File: src/rtl/csa_mul_pkg.sv
package csa_mul_pkg;
  typedef struct packed {
    logic s;
    logic c;
  } cs_bit_t;
endpackage

File: src/rtl/csa_byp_cell.sv
module csa_byp_cell
  import csa_mul_pkg::*;
(
  input  logic    a_i,
  input  logic    b_i,
  input  cs_bit_t in_i,
  output cs_bit_t out_o
);
  logic pp;
  assign pp = a_i & b_i;

  // zero addend: merge incoming sum/carry only, no three-input add
  always_comb begin
    if (pp) begin
      out_o.s = pp ^ in_i.s ^ in_i.c;
      out_o.c = (pp & in_i.s) | (pp & in_i.c) | (in_i.s & in_i.c);
    end else begin
      out_o.s = in_i.s ^ in_i.c;
      out_o.c = in_i.s & in_i.c;
    end
  end
endmodule

File: src/rtl/csa_grid.sv
module csa_grid
  import csa_mul_pkg::*;
#(
  parameter int unsigned M = 16,
  parameter int unsigned N = 16
) (
  input  logic [M-1:0] a_i,
  input  logic [N-1:0] b_i,
  output logic [N-1:0] lo_o,
  output logic [M-1:0] sum_o,
  output logic [M-1:0] car_o
);
  // grid[j][i]: s weight 2^(i+j), c weight 2^(i+j+1)
  cs_bit_t grid [N][M];

  for (genvar i = 0; i < M; i++) begin : g_row0
    assign grid[0][i] = '{s: a_i[i] & b_i[0], c: 1'b0};
  end

  for (genvar j = 1; j < N; j++) begin : g_row
    for (genvar i = 0; i < M; i++) begin : g_col
      cs_bit_t cin;
      if (i == M - 1) begin : g_edge
        assign cin = '{s: 1'b0, c: grid[j-1][i].c};
      end else begin : g_inner
        assign cin = '{s: grid[j-1][i+1].s, c: grid[j-1][i].c};
      end
      csa_byp_cell u_cell (
        .a_i  (a_i[i]),
        .b_i  (b_i[j]),
        .in_i (cin),
        .out_o(grid[j][i])
      );
    end
  end

  for (genvar j = 0; j < N; j++) begin : g_lo
    assign lo_o[j] = grid[j][0].s;
  end

  for (genvar i = 0; i < M; i++) begin : g_out
    if (i == M - 1) begin : g_top
      assign sum_o[i] = 1'b0;
    end else begin : g_mid
      assign sum_o[i] = grid[N-1][i+1].s;
    end
    assign car_o[i] = grid[N-1][i].c;
  end
endmodule

File: src/rtl/csa_ripple.sv
module csa_ripple #(
  parameter int unsigned W = 16
) (
  input  logic [W-1:0] x_i,
  input  logic [W-1:0] y_i,
  output logic [W-1:0] sum_o,
  output logic         cout_o
);
  logic [W:0] cy;
  assign cy[0] = 1'b0;

  for (genvar k = 0; k < W; k++) begin : g_fa
    assign sum_o[k] = x_i[k] ^ y_i[k] ^ cy[k];
    assign cy[k+1]  = (x_i[k] & y_i[k]) | (cy[k] & (x_i[k] ^ y_i[k]));
  end

  assign cout_o = cy[W];
endmodule

File: src/rtl/csa_bypass_mul.sv
module csa_bypass_mul #(
  parameter int unsigned A_W    = 16,
  parameter int unsigned B_W    = 16,
  parameter bit          REG_IO = 1'b1
) (
  input  logic               clk_i,
  input  logic               rst_ni,
  input  logic [A_W-1:0]     a_i,
  input  logic [B_W-1:0]     b_i,
  output logic [A_W+B_W-1:0] p_o
);
  localparam int unsigned P_W = A_W + B_W;

  logic [A_W-1:0] core_a;
  logic [B_W-1:0] core_b;
  logic [B_W-1:0] lo;
  logic [A_W-1:0] sum_v, car_v, hi;
  logic           rca_cout;
  logic [P_W-1:0] core_p;

  csa_grid #(.M(A_W), .N(B_W)) u_grid (
    .a_i  (core_a),
    .b_i  (core_b),
    .lo_o (lo),
    .sum_o(sum_v),
    .car_o(car_v)
  );

  csa_ripple #(.W(A_W)) u_rca (
    .x_i   (sum_v),
    .y_i   (car_v),
    .sum_o (hi),
    .cout_o(rca_cout)
  );

  assign core_p = {hi, lo};

  if (REG_IO) begin : g_reg
    logic [1:0] warm;

    always_ff @(posedge clk_i or negedge rst_ni) begin
      if (!rst_ni) begin
        core_a <= '0;
        core_b <= '0;
        p_o    <= '0;
        warm   <= '0;
      end else begin
        core_a <= a_i;
        core_b <= b_i;
        p_o    <= core_p;
        if (warm != 2'd2) warm <= warm + 2'd1;
      end
    end


    core_exact_chk: assert property (@(posedge clk_i) disable iff (!rst_ni)
      core_p == P_W'(core_a) * P_W'(core_b));


    no_overflow_chk: assert property (@(posedge clk_i) disable iff (!rst_ni)
      !rca_cout);


    latency_chk: assert property (@(posedge clk_i) disable iff (!rst_ni)
      (warm == 2'd2) |-> p_o == P_W'($past(a_i, 2)) * P_W'($past(b_i, 2)));


    zero_chk: assert property (@(posedge clk_i) disable iff (!rst_ni)
      (core_a == '0 || core_b == '0) |=> p_o == '0);
  end else begin : g_comb
    assign core_a = a_i;
    assign core_b = b_i;
    assign p_o    = core_p;
  end
endmodule

File: config.mk
export PLATFORM = sky130hd
export DESIGN_NAME = csa_bypass_mul
export DESIGN_NICKNAME = d
export VERILOG_FILES = /design/src/rtl/csa_mul_pkg.sv /design/src/rtl/csa_byp_cell.sv /design/src/rtl/csa_grid.sv /design/src/rtl/csa_ripple.sv /design/src/rtl/csa_bypass_mul.sv
export SDC_FILE = /design/constraint.sdc
export NUM_CORES = 1
export LEC_CHECK = 0
export ABC_AREA = 1
export BUFFER_PORTS_ARGS = -buffer_cell sky130_fd_sc_hd__buf_2
export CORE_UTILIZATION = 69
export CTS_CLUSTER_DIAMETER = 60
export DETAILED_ROUTE_END_ITERATION = 8
export PLACE_DENSITY = 0.95
export SYNTH_ARGS = -nofsm -noshare
export SYNTH_HDL_FRONTEND = slang
export SYNTH_HIERARCHICAL = 1
export SYNTH_SLANG_ARGS = --single-unit
export TNS_END_PERCENT = 5
File: constraint.sdc
create_clock -name clk_i -period 38.5 [get_ports clk_i]
set_input_delay 11.55 -clock clk_i [delete_from_list [all_inputs] [get_ports clk_i]]
set_output_delay 11.55 -clock clk_i [all_outputs]
set_load 0.1 [all_outputs]
======== After elaboration in Yosys (flattened, before gate mapping) ========
Index checks and enable logic that the tools add are counted.
word-level totals
  flip-flop bits (word level) ............. 64
  bits of input ports ..................... 34
  output and inout bits ................... 32
  logic and storage cells ................. 2310
operators by class
  multiplexer cells ....................... 240
  bitwise operators ....................... 2067
operator list
  operator           number
  1-bit bitwise AND  944
  1-bit bitwise XOR  689
  2-bit two-way mux  240
  1-bit OR           434

======== Longest topological paths before layout ========
  depth after elaboration ................. 89
  depth in mapped cells ................... 69
  mapped depth without buffers ............ 67

======== By module ========
Netlist, hierarchy kept.
modules (own cells, without submodules)
  module          times used  cells each  area each (um2)  seq. area each (um2)
  csa_byp_cell    240         6           38.8             0.0
  csa_bypass_mul  1           64          1601.5           1601.5
  csa_ripple      1           26          350.3            0.0
  csa_grid        1           36          175.2            0.0

======== Worst setup path after synthesis ========
OpenSTA, ideal clock, no wires.
  path kind ............................... register to register
  start point ............................. register core_b[0]
  end point ............................... register p_o[31]
  setup time .............................. 113 ps
  data arrival time ....................... 14340 ps
  required time ........................... 38387 ps
  slack ................................... 24046 ps
  stages on the path, launching flop included .. 70
  buffers on the path ..................... 2
  period minus slack after synthesis ...... 14454 ps
  cells stage by stage .................... dfrtp_1 > buf_6 > buf_12 > nand2_1 > inv_1 > inv_1 > fa_1 > inv_1 > inv_1 > fa_1 > inv_1 > inv_1 > fa_1 > inv_1 > inv_1 > fa_1 > inv_1 > inv_1 > [... 34 more ...] > fa_1 > inv_1 > fa_1 > fa_1 > fa_1 > fa_1 > fa_1 > fa_1 > fa_1 > fa_1 > fa_1 > fa_1 > fa_1 > fa_1 > fa_1 > inv_1 > fa_1 > inv_1
RTL lines
  item                    RTL line              text
  start, declared         csa_bypass_mul.sv:15  logic [B_W-1:0] core_b;
  start signal, assigned  csa_bypass_mul.sv:49  core_b <= b_i;
  end signal, assigned    csa_bypass_mul.sv:50  p_o <= core_p;
  end, declared           csa_bypass_mul.sv:10  output logic [A_W+B_W-1:0] p_o

==> results.py <==
metrics = {
    "floorplan": {
        "die-area_mm2": 0.01709,
        "core_area_mm2": 0.01606,
        "dieHeight_um": 130.7,
        "fp.dieW_um": 130.7,
        "ioPinCount": 66,
        "initial_utilization_pct": 71.19,
        "fp-row-count": 46,
    },
    "timing": {
        "layout_worst_path_cycle_share_pct": 41.60,
        "fin_setup_tns_ns": 0,
        "hold-worst-slack_ns": 0.8440,
        "timing.max_slew.rel_slack_pct": 45.35,
        "hold_viol": 0,
        "rsz0062_at_grt": "no",
        "worst-slew-pin-transition_ns": 0.8198,
        "setup_viol": 0,
        "drv_slew": 0,
        "min_period_ns": 16.02,
        "final.setup_skew_ns": 0.01064,
        "max_freq_ghz": 0.06244,
    },
    "final_layout": {
        "fin_nets": 1961,
        "ratio_of_cells_with_drive_above_1_in_the_final_layout_pct": 5.251,
        "number_of_antenna_repair_diodes": 0,
        "fillers": 915,
        "layout-area-overhead-vs-synth_pct": 8.887,
        "stdcell_count": 1892,
    },
    "clocking": {
        "cts_max_level": 3,
        "post_cts_resized": 0,
        "numClockSinks": 64,
        "cts_buffers": 9,
        "insertion_delay_of_the_later_clocked_pin_in_the_worst_skew_pair_ns": 0.36,
        "cts_hold_buffers": 0,
        "clock_tree_from_tritoncts": "built",
        "cts_setup_buffers": 0,
        "cts.reportedPaths.clkPinSlew_ns": 0.06,
        "cts_max_path_buffers": 2,
        "cts_root_buf": "sky130_fd_sc_hd__clkbuf_16",
    },
    "critical_path": {
        "worstSetupPathType": "reg2reg",
        "reg2reg_from": "core_b[0]",
        "cp_max_fo": 16,
        "crit_required_ns": 38.75,
        "timing.critical_path.mode_cell": "sky130_fd_sc_hd__inv_1",
        "setup.worst_path.start_class": "flop",
        "cp_slowest_cell": "sky130_fd_sc_hd__dfrtp_1",
        "max_stage_delay_ns": 0.73,
        "critical_path.startpoint": "core_b[0]",
        "critPathCaptureType": "flop",
        "critical_path_arrival_ns": 16.26,
    },
    "logic_synthesis": {
        "syn-mean-instance-area_um2": 7.305,
        "post_synth_inst_count": 1565,
        "ys_warn_count": 6,
        "post_synthesis_instance_area_mm2": 0.01143,
    },
    "placed_design": {
        "gp_congestion": 0.7572,
        "detailedPlacementHpwl_um": 18110,
        "post-place-cells": 1876,
        "port_buffers": 65,
    },
    "global_route": {
        "maximum_number_of_pins_on_one_net_before_global_route_repair": 65,
        "grt_remaining_overflow": 0,
        "grt_first_pass_wirelength_um": 43550,
        "grt_pass1_vias": 10306,
        "antenna_violations_before_repair": 0,
        "grtUsageTotal_pct": 34.42,
    },
    "drt": {
        "detail_route.iter0.violations": 742,
        "post_drt_wl_per_cell_um": 13.96,
        "routed-via-count": 9047,
        "totalWireLength_um": 26410,
        "drc": 0,
        "final_antenna_net_count": 0,
        "first_pass_iters": 7,
        "avgViaCountPerCell": 4.782,
    },
    "min_path": {
        "min_delay_startpoint": "core_b[0]",
        "timing.hold.worst.class": "reg2reg",
    },
    "flow_run": {
        "timing.max_cap.violations": 0,
    },
    "outcome": {
        "status": "completed",
    },
}
## layout by cell type (no fill, tap or decap)
cell type and n:
sky130_fd_sc_hd__nand2_2 5, sky130_fd_sc_hd__ha_1 1, sky130_fd_sc_hd__conb_1 32, sky130_fd_sc_hd__inv_1 985
sky130_fd_sc_hd__bufinv_16 2, sky130_fd_sc_hd__clkbuf_16 9, sky130_fd_sc_hd__buf_4 2, sky130_fd_sc_hd__inv_6 3
sky130_fd_sc_hd__dfrtp_1 64, sky130_fd_sc_hd__clkinv_4 1, sky130_fd_sc_hd__nand2_1 251, sky130_fd_sc_hd__buf_2 65
sky130_fd_sc_hd__fa_1 255, sky130_fd_sc_hd__clkinvlp_4 1
## worst max-delay path, delay by kind of cell, from the launching register on
| family | cells | cell delay, ns |
|---|---|---|
| AND/OR/NAND/NOR | 1 | 0.12 |
| adder cells (fa/ha/maj) | 31 | 12.71 |
| flip-flops | 1 | 0.73 |
| buffers and inverters | 35 | 2.33 |
## worst paths after layout
path	to	slack, ns	depth (start not counted)
worst min register to register	p_o[0]	0.84	2
worst max-delay path	p_o[31]	22.48	67
worst max register to register	p_o[31]	22.48	67
worst min-delay path	p_o[0]	0.84	2
max in group asynchronous	core_b[5]	26.58	2
min in group asynchronous	p_o[1]	11.34	2
## final cells by class
type	instances	area, µm²	area share [%]
Multi-Input combinational cell	544	6211	49.89
Clock buffer	9	225.2	1.809
Tap cell	216	270.3	2.171
Clock inverter	7	102.6	0.8242
Sequential cell	64	1602	12.87
Timing Repair Buffer	67	340.3	2.734
Inverter	985	3697	29.70
## metal layers
layer | wire (µm) | up-vias | GRT usage, %
met5 | 0 | - | 0
met1 | 7952 | 4311 | 31.42
li1 | - | 3891 | -
met4 | 2242 | 0 | 29.75
met2 | 14390 | 612 | 63.06
met3 | 1819 | 233 | 8.836
## stage by stage
| step | instance area [µm²] | util [%] | worst slack (ns) |
|---|---|---|---|
| 3_3_place_gp | 12120 | 75.48 | 23.57 |
| 2_1_floorplan | 11550 | - | 24.05 |
| 4_1_cts | 12450 | 77.52 | 22.64 |
| 5_1_grt | 12450 | 77.52 | 22.07 |
| 3_5_place_dp | 12120 | 75.48 | 22.97 |
| 6_report | 12450 | 77.52 | 22.48 |
## state kept, by name, indices dropped and copies added, names as in the netlist
| name | flops |
|---|---|
| p_o | 32 |
| core_a | 16 |
| core_b | 16 |
Power is not shown: default switching activity piles up to over one toggle a cycle in this logic, so the estimate is an artifact.
